File: config.mk
export PLATFORM = sky130hd
export DESIGN_NAME = err_irq_collector
export DESIGN_NICKNAME = d
export VERILOG_FILES = /design/src/rtl/err_coll_pkg.sv /design/src/rtl/err_wr_decode.sv /design/src/rtl/err_enable_reg.sv /design/src/rtl/err_status_bank.sv /design/src/rtl/err_irq_gen.sv /design/src/rtl/err_irq_collector.sv
export SDC_FILE = /design/constraint.sdc
export NUM_CORES = 1
export LEC_CHECK = 0
export ABC_CLOCK_PERIOD_IN_PS = 1200
export CAP_MARGIN = 20
export CELL_PAD_IN_SITES_DETAIL_PLACEMENT = 0
export CELL_PAD_IN_SITES_GLOBAL_PLACEMENT = 1
export CORE_MARGIN = 3
export CORE_UTILIZATION = 26
export CTS_CLUSTER_SIZE = 16
export DETAILED_ROUTE_END_ITERATION = 10
export PLACE_DENSITY_LB_ADDON = 0.1
export SETUP_SLACK_MARGIN = 0.02
export SLEW_MARGIN = 15
export SYNTH_ARGS = -nofsm -noshare
export SYNTH_HDL_FRONTEND = slang
export SYNTH_SLANG_ARGS = --single-unit
File: constraint.sdc
create_clock -name clk -period 1.2 [get_ports clk]
set_input_delay 0.12 -clock clk [delete_from_list [all_inputs] [get_ports clk]]
set_output_delay 0.12 -clock clk [all_outputs]
set_load 0.02 [all_outputs]
File: src/rtl/err_coll_pkg.sv
package err_coll_pkg;

    localparam int SRC_COUNT  = 8;
    localparam int ADDR_BITS  = 2;
    localparam int ADDR_ENABLE = 0;
    localparam int ADDR_CLEAR  = 1;

    // Bit position of each source in status and enable.
    typedef enum logic [2:0] {
        SRC_CARD_IRQ   = 3'd0,
        SRC_RESP_ERR   = 3'd1,
        SRC_RESP_TMO   = 3'd2,
        SRC_DATA_TMO   = 3'd3,
        SRC_DATA_CRC   = 3'd4,
        SRC_FIFO_UNDER = 3'd5,
        SRC_RX_TMO     = 3'd6,
        SRC_FIFO_OVER  = 3'd7
    } err_src_e;

    typedef enum logic [1:0] {
        WR_NONE   = 2'd0,
        WR_ENABLE = 2'd1,
        WR_CLEAR  = 2'd2
    } wr_op_e;

    typedef struct packed {
        wr_op_e                op;
        logic [SRC_COUNT-1:0]  data;
    } wr_cmd_t;

    // Every source enabled except the card-interrupt line.
    function automatic logic [SRC_COUNT-1:0] default_enable();
        logic [SRC_COUNT-1:0] v;
        v = '1;
        v[SRC_CARD_IRQ] = 1'b0;
        return v;
    endfunction

endpackage

File: src/rtl/err_wr_decode.sv
module err_wr_decode
    import err_coll_pkg::*;
#(
    parameter int NSRC   = SRC_COUNT,
    parameter int ADDR_W = ADDR_BITS
) (
    input  logic              wr_en_i,
    input  logic [ADDR_W-1:0] wr_addr_i,
    input  logic [NSRC-1:0]   wr_data_i,
    output wr_op_e            op_o,
    output logic [NSRC-1:0]   data_o
);

    localparam logic [ADDR_W-1:0] A_EN  = ADDR_W'(ADDR_ENABLE);
    localparam logic [ADDR_W-1:0] A_CLR = ADDR_W'(ADDR_CLEAR);

    always_comb begin
        op_o   = WR_NONE;
        data_o = wr_data_i;
        if (wr_en_i) begin
            if (wr_addr_i == A_EN)
                op_o = WR_ENABLE;
            else if (wr_addr_i == A_CLR)
                op_o = WR_CLEAR;
        end
    end

endmodule

File: src/rtl/err_enable_reg.sv
module err_enable_reg
    import err_coll_pkg::*;
#(
    parameter int              NSRC     = SRC_COUNT,
    parameter logic [NSRC-1:0] EN_RESET = default_enable()
) (
    input  logic            clk,
    input  logic            rst,
    input  wr_op_e          op_i,
    input  logic [NSRC-1:0] data_i,
    output logic [NSRC-1:0] en_o
);

    always_ff @(posedge clk) begin
        if (rst)
            en_o <= EN_RESET;
        else if (op_i == WR_ENABLE)
            en_o <= data_i;
    end

endmodule

File: src/rtl/err_status_bank.sv
module err_status_bank
    import err_coll_pkg::*;
#(
    parameter int NSRC = SRC_COUNT
) (
    input  logic            clk,
    input  logic            rst,
    input  logic [NSRC-1:0] evt_i,
    input  wr_op_e          op_i,
    input  logic [NSRC-1:0] data_i,
    output logic [NSRC-1:0] status_o
);

    logic [NSRC-1:0] clr_mask;

    assign clr_mask = (op_i == WR_CLEAR) ? data_i : '0;

    for (genvar i = 0; i < NSRC; i++) begin : g_bit
        // A new event has priority over an acknowledge in the same cycle.
        always_ff @(posedge clk) begin
            if (rst)
                status_o[i] <= 1'b0;
            else if (evt_i[i])
                status_o[i] <= 1'b1;
            else if (clr_mask[i])
                status_o[i] <= 1'b0;
        end
    end

endmodule

File: src/rtl/err_irq_gen.sv
module err_irq_gen
    import err_coll_pkg::*;
#(
    parameter int NSRC = SRC_COUNT
) (
    input  logic            clk,
    input  logic            rst,
    input  logic [NSRC-1:0] status_i,
    input  logic [NSRC-1:0] en_i,
    output logic            irq_o,
    output logic            term_o
);

    logic hit;
    logic hit_q;

    assign hit = |(status_i & en_i);

    always_ff @(posedge clk) begin
        if (rst)
            hit_q <= 1'b0;
        else
            hit_q <= hit;
    end

    assign irq_o  = hit;
    assign term_o = hit & ~hit_q;

endmodule

File: src/rtl/err_irq_collector.sv
module err_irq_collector
    import err_coll_pkg::*;
#(
    parameter int              NSRC     = SRC_COUNT,
    parameter int              ADDR_W   = ADDR_BITS,
    parameter logic [NSRC-1:0] EN_RESET = default_enable()
) (
    input  logic              clk,
    input  logic              rst,
    input  logic [NSRC-1:0]   evt_i,
    input  logic              wr_en_i,
    input  logic [ADDR_W-1:0] wr_addr_i,
    input  logic [NSRC-1:0]   wr_data_i,
    output logic [NSRC-1:0]   status_o,
    output logic [NSRC-1:0]   enable_o,
    output logic              irq_o,
    output logic              dma_term_o
);

    wr_op_e          op;
    logic [NSRC-1:0] wdata;

    err_wr_decode #(.NSRC(NSRC), .ADDR_W(ADDR_W)) u_dec (
        .wr_en_i   (wr_en_i),
        .wr_addr_i (wr_addr_i),
        .wr_data_i (wr_data_i),
        .op_o      (op),
        .data_o    (wdata)
    );

    err_enable_reg #(.NSRC(NSRC), .EN_RESET(EN_RESET)) u_en (
        .clk    (clk),
        .rst    (rst),
        .op_i   (op),
        .data_i (wdata),
        .en_o   (enable_o)
    );

    err_status_bank #(.NSRC(NSRC)) u_stat (
        .clk      (clk),
        .rst      (rst),
        .evt_i    (evt_i),
        .op_i     (op),
        .data_i   (wdata),
        .status_o (status_o)
    );

    err_irq_gen #(.NSRC(NSRC)) u_irq (
        .clk      (clk),
        .rst      (rst),
        .status_i (status_o),
        .en_i     (enable_o),
        .irq_o    (irq_o),
        .term_o   (dma_term_o)
    );

endmodule

# Word level (Yosys, flattened, before mapping)
# Cells that the tools add are included.
dict set report word_totals {
  input_bits 21
  elab_cells 46
  ff_bits 17
  output_inout_bits 18
}
dict set report classes {
  reduce_logical 10
  bitwise_logic 3
  muxes 20
  n_eq_ne 3
}
# cell count
set op_table {}
lappend op_table {{$mux W1} 16}
lappend op_table {{$reduce_bool A2 Y1} 8}
lappend op_table {{$and A8 B8 Y8} 1}
lappend op_table {{$mux W8} 1}
lappend op_table {{$reduce_or A8 Y1} 1}
lappend op_table {{$mux W2} 3}
lappend op_table {{$eq A2 B1 Y1 const B} 2}
lappend op_table {{$eq A2 B2 Y1 const B} 1}
lappend op_table {{$logic_not A2 Y1} 1}
lappend op_table {{$and A1 B1 Y1} 1}
lappend op_table {{$not A1 Y1} 1}

# Logic depth before layout (Yosys ltp)
dict set report depth {
  ltp_word 8
  mapped_depth 4
}

# By module
# From an unflattened synthesis, not the netlist that was laid out.
dict set report unflattened {
  hier_cells 86
  area_unflattened_um2 889.6
}
# module instances cells_per_inst area_each_um2
set by_module_without_submodules {}
lappend by_module_without_submodules {err_status_bank 1 33 375.4}
lappend by_module_without_submodules {err_enable_reg 1 35 339.1}
lappend by_module_without_submodules {err_irq_gen 1 8 93.8}
lappend by_module_without_submodules {err_wr_decode 1 10 81.3}

# Worst setup path after synthesis
# Ideal clock, no wire load.
dict set report synth_timing {
  path_type {flip-flop to output port}
  start {register u_stat.status_o[6]}
  end {output dma_term_o}
  stages_incl_launch_ff 4
  required_ns 1.080
  arrival_time_ns 1.068
  path_slack_ns 0.012
  path_buffers 0
  cell_sequence {dfxtp_1 -> a22oi_1 -> and4_1 -> nor2_1}
}
dict set report synth_via {
  elab_chain_len 3
}
# element line_no
set synth_lines {}
lappend synth_lines {{start, declared} err_status_bank.sv:11} ;# output logic [NSRC-1:0] status_o
lappend synth_lines {{start signal, assigned by index} err_status_bank.sv:22} ;# status_o[i] <= 1'b0;
lappend synth_lines {{start signal, assigned by index} err_status_bank.sv:24} ;# status_o[i] <= 1'b1;
lappend synth_lines {{start signal, assigned by index} err_status_bank.sv:26} ;# status_o[i] <= 1'b0;
lappend synth_lines {{$and A8 B8 Y8} err_irq_gen.sv:17} ;# assign hit = |(status_i & en_i);
lappend synth_lines {{$reduce_or A8 Y1} err_irq_gen.sv:17}
lappend synth_lines {{$and A1 B1 Y1} err_irq_gen.sv:27} ;# assign term_o = hit & ~hit_q;
lappend synth_lines {{end, declared} err_irq_collector.sv:17} ;# output logic dma_term_o
# No other way between the ends.

# Worst setup path after layout
dict set report layout_timing {
  start {register u_en.en_o[4]}
  end {output dma_term_o}
}
dict set report layout_via {
  elab_chain_len 3
}
# element line_no
set layout_lines {}
lappend layout_lines {{start, declared} err_enable_reg.sv:11} ;# output logic [NSRC-1:0] en_o
lappend layout_lines {{start signal, assigned} err_enable_reg.sv:18} ;# en_o <= data_i;
lappend layout_lines {{$and A8 B8 Y8} err_irq_gen.sv:17}
lappend layout_lines {{$reduce_or A8 Y1} err_irq_gen.sv:17}
lappend layout_lines {{$and A1 B1 Y1} err_irq_gen.sv:27}
# No other way between the ends.

==> flow_metrics.py <==
metrics = {
    "finish": {
        "fill_cells": 261,
        "design_area_mm2": 0.00128,
        "final_common_cell": "clkdlybuf4s50_1",
        "regArea_um2": 353,
        "fin_nets": 149,
        "areaGrowthSynthToFinish_pct": 83.5,
        "final_cell_mix": "20 x clkdlybuf4s50_1, 16 x buf_4, 10 x nor2_1, 10 x dfxtp_2, 9 x clkbuf_2",
        "multi_input_area_um2": 320,
        "drive_above_1_share_pct": 49.6,
        "n_antenna_cell": 0,
    },
    "worst_setup_path": {
        "worstSetupEndpoint": "dma_term_o",
        "worstPathArrival_ps": 1230,
        "path_depth": 4,
        "path_cells": "a22oi_2 > and4_4 > nor2_2 > buf_6",
        "crit_family": "flip-flops",
        "end_kind": "primary output",
        "timing.critical_path.from": "u_en.en_o[4]",
        "ff2ff_setup_slack_ps": 230,
        "required_ps": 1080,
        "cp-start-kind": "flop",
        "path_buf_inv": 1,
        "worstSetupPathType": "reg -> out",
        "cpMaxStageDelayCell": "dfxtp_2",
        "r2r_cells": 3,
        "critical-path-max-stage-delay_ps": 340,
        "reg2reg_to": "u_en.en_o[7]",
        "reg2reg_from": "u_en.en_o[7]",
        "critPathMaxFanout": 3,
    },
    "route": {
        "first_pass_iters": 4,
        "postRouteAntennaNets": 0,
        "post_drt_wl_per_cell_um": 12.2,
        "routed_wl_um": 1920,
        "num_vias": 721,
        "via_per_inst": 4.59,
        "drtIter0Drc": 9,
        "drc": 0,
    },
    "outcome": {
        "failed_checks": "setup timing",
        "status": "finished, violations left",
    },
    "sta": {
        "setup_ws_ps": -151,
        "fmax_mhz": 740,
        "holdWs_ps": 393,
        "timing.slew.headroom_pct": 85.4,
        "finClkSkew_ps": 2.85,
        "setup_tns_ps": -299,
        "fin_crit_ps": 1350,
        "worst_slew_pin_slew_ps": 218,
        "hold_viol": 0,
        "grt_setup_unrepaired": "true",
        "setup_violations": 2,
        "finalCritPeriodShare_pct": 113,
        "final-max-slew-violation-count": 0,
    },
    "placement": {
        "dpl.hpwl_um": 1450,
        "post-place-ws_ps": -290,
        "io_buffers": 38,
        "gp_congestion": 0.699,
        "placed_area_mm2": 0.00125,
    },
    "yosys": {
        "synth_compound_area_share_pct": 24.1,
        "yosysUniqueCellTypes": 14,
        "synth_top_family_by_area": "compound AO/OA/AOI/OAI gates",
        "synth_cells": 71,
        "synthXorXnorAreaFrac_pct": 0,
        "synth_fa_ha_area_share_pct": 0,
        "async_flop_share_pct": 0,
        "synth_warnings": 0,
        "synthesis.nets": 92,
        "netlist.area_leader.share_pct": 48.8,
        "yosysTopAreaCell": "dfxtp_1",
        "synth_edf_count": 0,
        "netlist_top_cells_area": "dfxtp_1 49%, a311oi_1 10%, a211o_2 7.2%, nor2b_1 6.3%, nor2_1 5.9%",
        "synth_flop_cell": "dfxtp_1",
        "synthMuxAreaShare_pct": 1.44,
        "synth_area_per_cell_um2": 9.82,
        "netlist_area_um2": 697,
        "synthSimpleGateAreaFrac_pct": 17.6,
        "seq_area_frac_synth_pct": 48.8,
        "synth_seq_cells": 17,
    },
    "clocking": {
        "htree_levels": 1,
        "cts-root-buf": "clkbuf_4",
        "numCtsBuffers": 3,
        "clkTransAtPathRegs_ps": 100,
        "clock_latency_ps": 290,
        "cts_sinks": 17,
        "tritoncts": "built",
        "clock_path_buffers": 2,
    },
    "power_and_ir_drop": {
        "p_sw_mw": 0.359,
        "p_per_area_mw_per_mm2": 1010,
        "sequentialPowerShare_pct": 48.6,
        "p_leak_nw": 0.547,
        "peakVddDrop_mv": 0.710,
        "power_frac_clock_pct": 23.9,
        "p_comb_share_pct": 27.5,
        "p_sw_share_pct": 27.7,
        "intPower_mw": 0.935,
    },
    "grt": {
        "grt_pass1_wl_um": 3280,
        "grt_max_degree": 18,
        "globalRouteOverflowTotal": 0,
        "grt_pass1_vias": 737,
        "antenna_found_initial": 0,
        "grt_usage_pct": 12.7,
    },
    "die": {
        "die_w_um": 57.8,
        "die_y_um": 57.8,
        "core_mm2": 0.00252,
        "die-area_mm2": 0.00334,
        "initial_core_util_pct": 27.6,
        "rows": 18,
        "io_pins": 39,
    },
    "flow_run": {
        "maxCapViolations": 0,
    },
    "min_path": {
        "hold_class": "in -> reg",
    },
}
## sequential cells by signal (all words and copies together) (netlist names)
name,cells
u_irq.hit_q,1
u_en.en_o,8
u_stat.status_o,8
## Yosys cell counts, types with 2 or more instances
cell / instances
inv_1: 9
a311oi_1: 8
a211o_1: 2
nor2_1: 11
nor2b_1: 7
clkbuf_1: 3
a22oi_1: 4
a211o_2: 5
dfxtp_1: 17
## worst min-delay path by stage
stage,endpoint,start,slack [ps],depth (start not counted)
floorplan,u_stat.status_o[2],wr_data_i[2],230,1
global placement,u_en.en_o[0],u_en.en_o[0],570,3
detailed placement,u_en.en_o[0],u_en.en_o[0],590,3
CTS,u_stat.status_o[4],evt_i[4],390,3
global route,u_stat.status_o[3],evt_i[3],390,3
finish,u_stat.status_o[4],evt_i[4],390,3
## through the flow
stage	instances	power [mW]	util (%)
3_3_place_gp	152	0.997	49.5
6_report	157	1.29	50.7
3_5_place_dp	152	1.00	49.5
2_1_floorplan	71	0.772	-
4_1_cts	157	1.31	51.9
5_1_grt	157	1.36	50.7
## layer usage
| metal | wire (um) | vias up | track usage (%) |
|---|---|---|---|
| met5 | 0 | - | 0 |
| met4 | 21 | 0 | 3.97 |
| met3 | 173 | 4 | 4.68 |
| met2 | 890 | 27 | 21.6 |
| met1 | 832 | 324 | 14.8 |
| li1 | - | 366 | - |
## timing repair
action | CTS | global route
buffers inserted | 1 | 0
hold buffers | 0 | 0
resized for setup | 57 | 18
pin swaps | 3 | 2
setup endpoints to repair | 18 | 17
## worst register-to-register path, delay by kind of cell (launching register included)
| kind | cells | cell delay (ps) |
|---|---|---|
| buffers and inverters | 1 | 120 |
| AO/OA/AOI/OAI | 1 | 290 |
| AND/OR/NAND/NOR | 1 | 120 |
| flip-flops | 1 | 340 |
## final cells by class
cell class | instances | share of cell area, %
repair buffers | 56 | 39.6
flip-flops and latches | 17 | 27.6
multi-input cells | 41 | 25.0
well taps | 30 | 2.94
inverters | 9 | 2.64
clock buffers | 3 | 1.76
clock inverters | 1 | 0.391
## cells by family after synthesis
logic type,count (synthesis)
and+or+nand+nor,21
buffers and inverters,13
muxes,1
DFF,17
AOI/OAI and AO/OA,19
## power by group through the flow
stage,logic [mW],clock network [mW],registers (mW)
2_1_floorplan,0.0939,0,0.678
3_3_place_gp,0.364,0,0.633
3_5_place_dp,0.368,0,0.634
4_1_cts,0.365,0.322,0.626
5_1_grt,0.386,0.342,0.634
6_report,0.356,0.309,0.628
(Power assumes the default switching activity.)
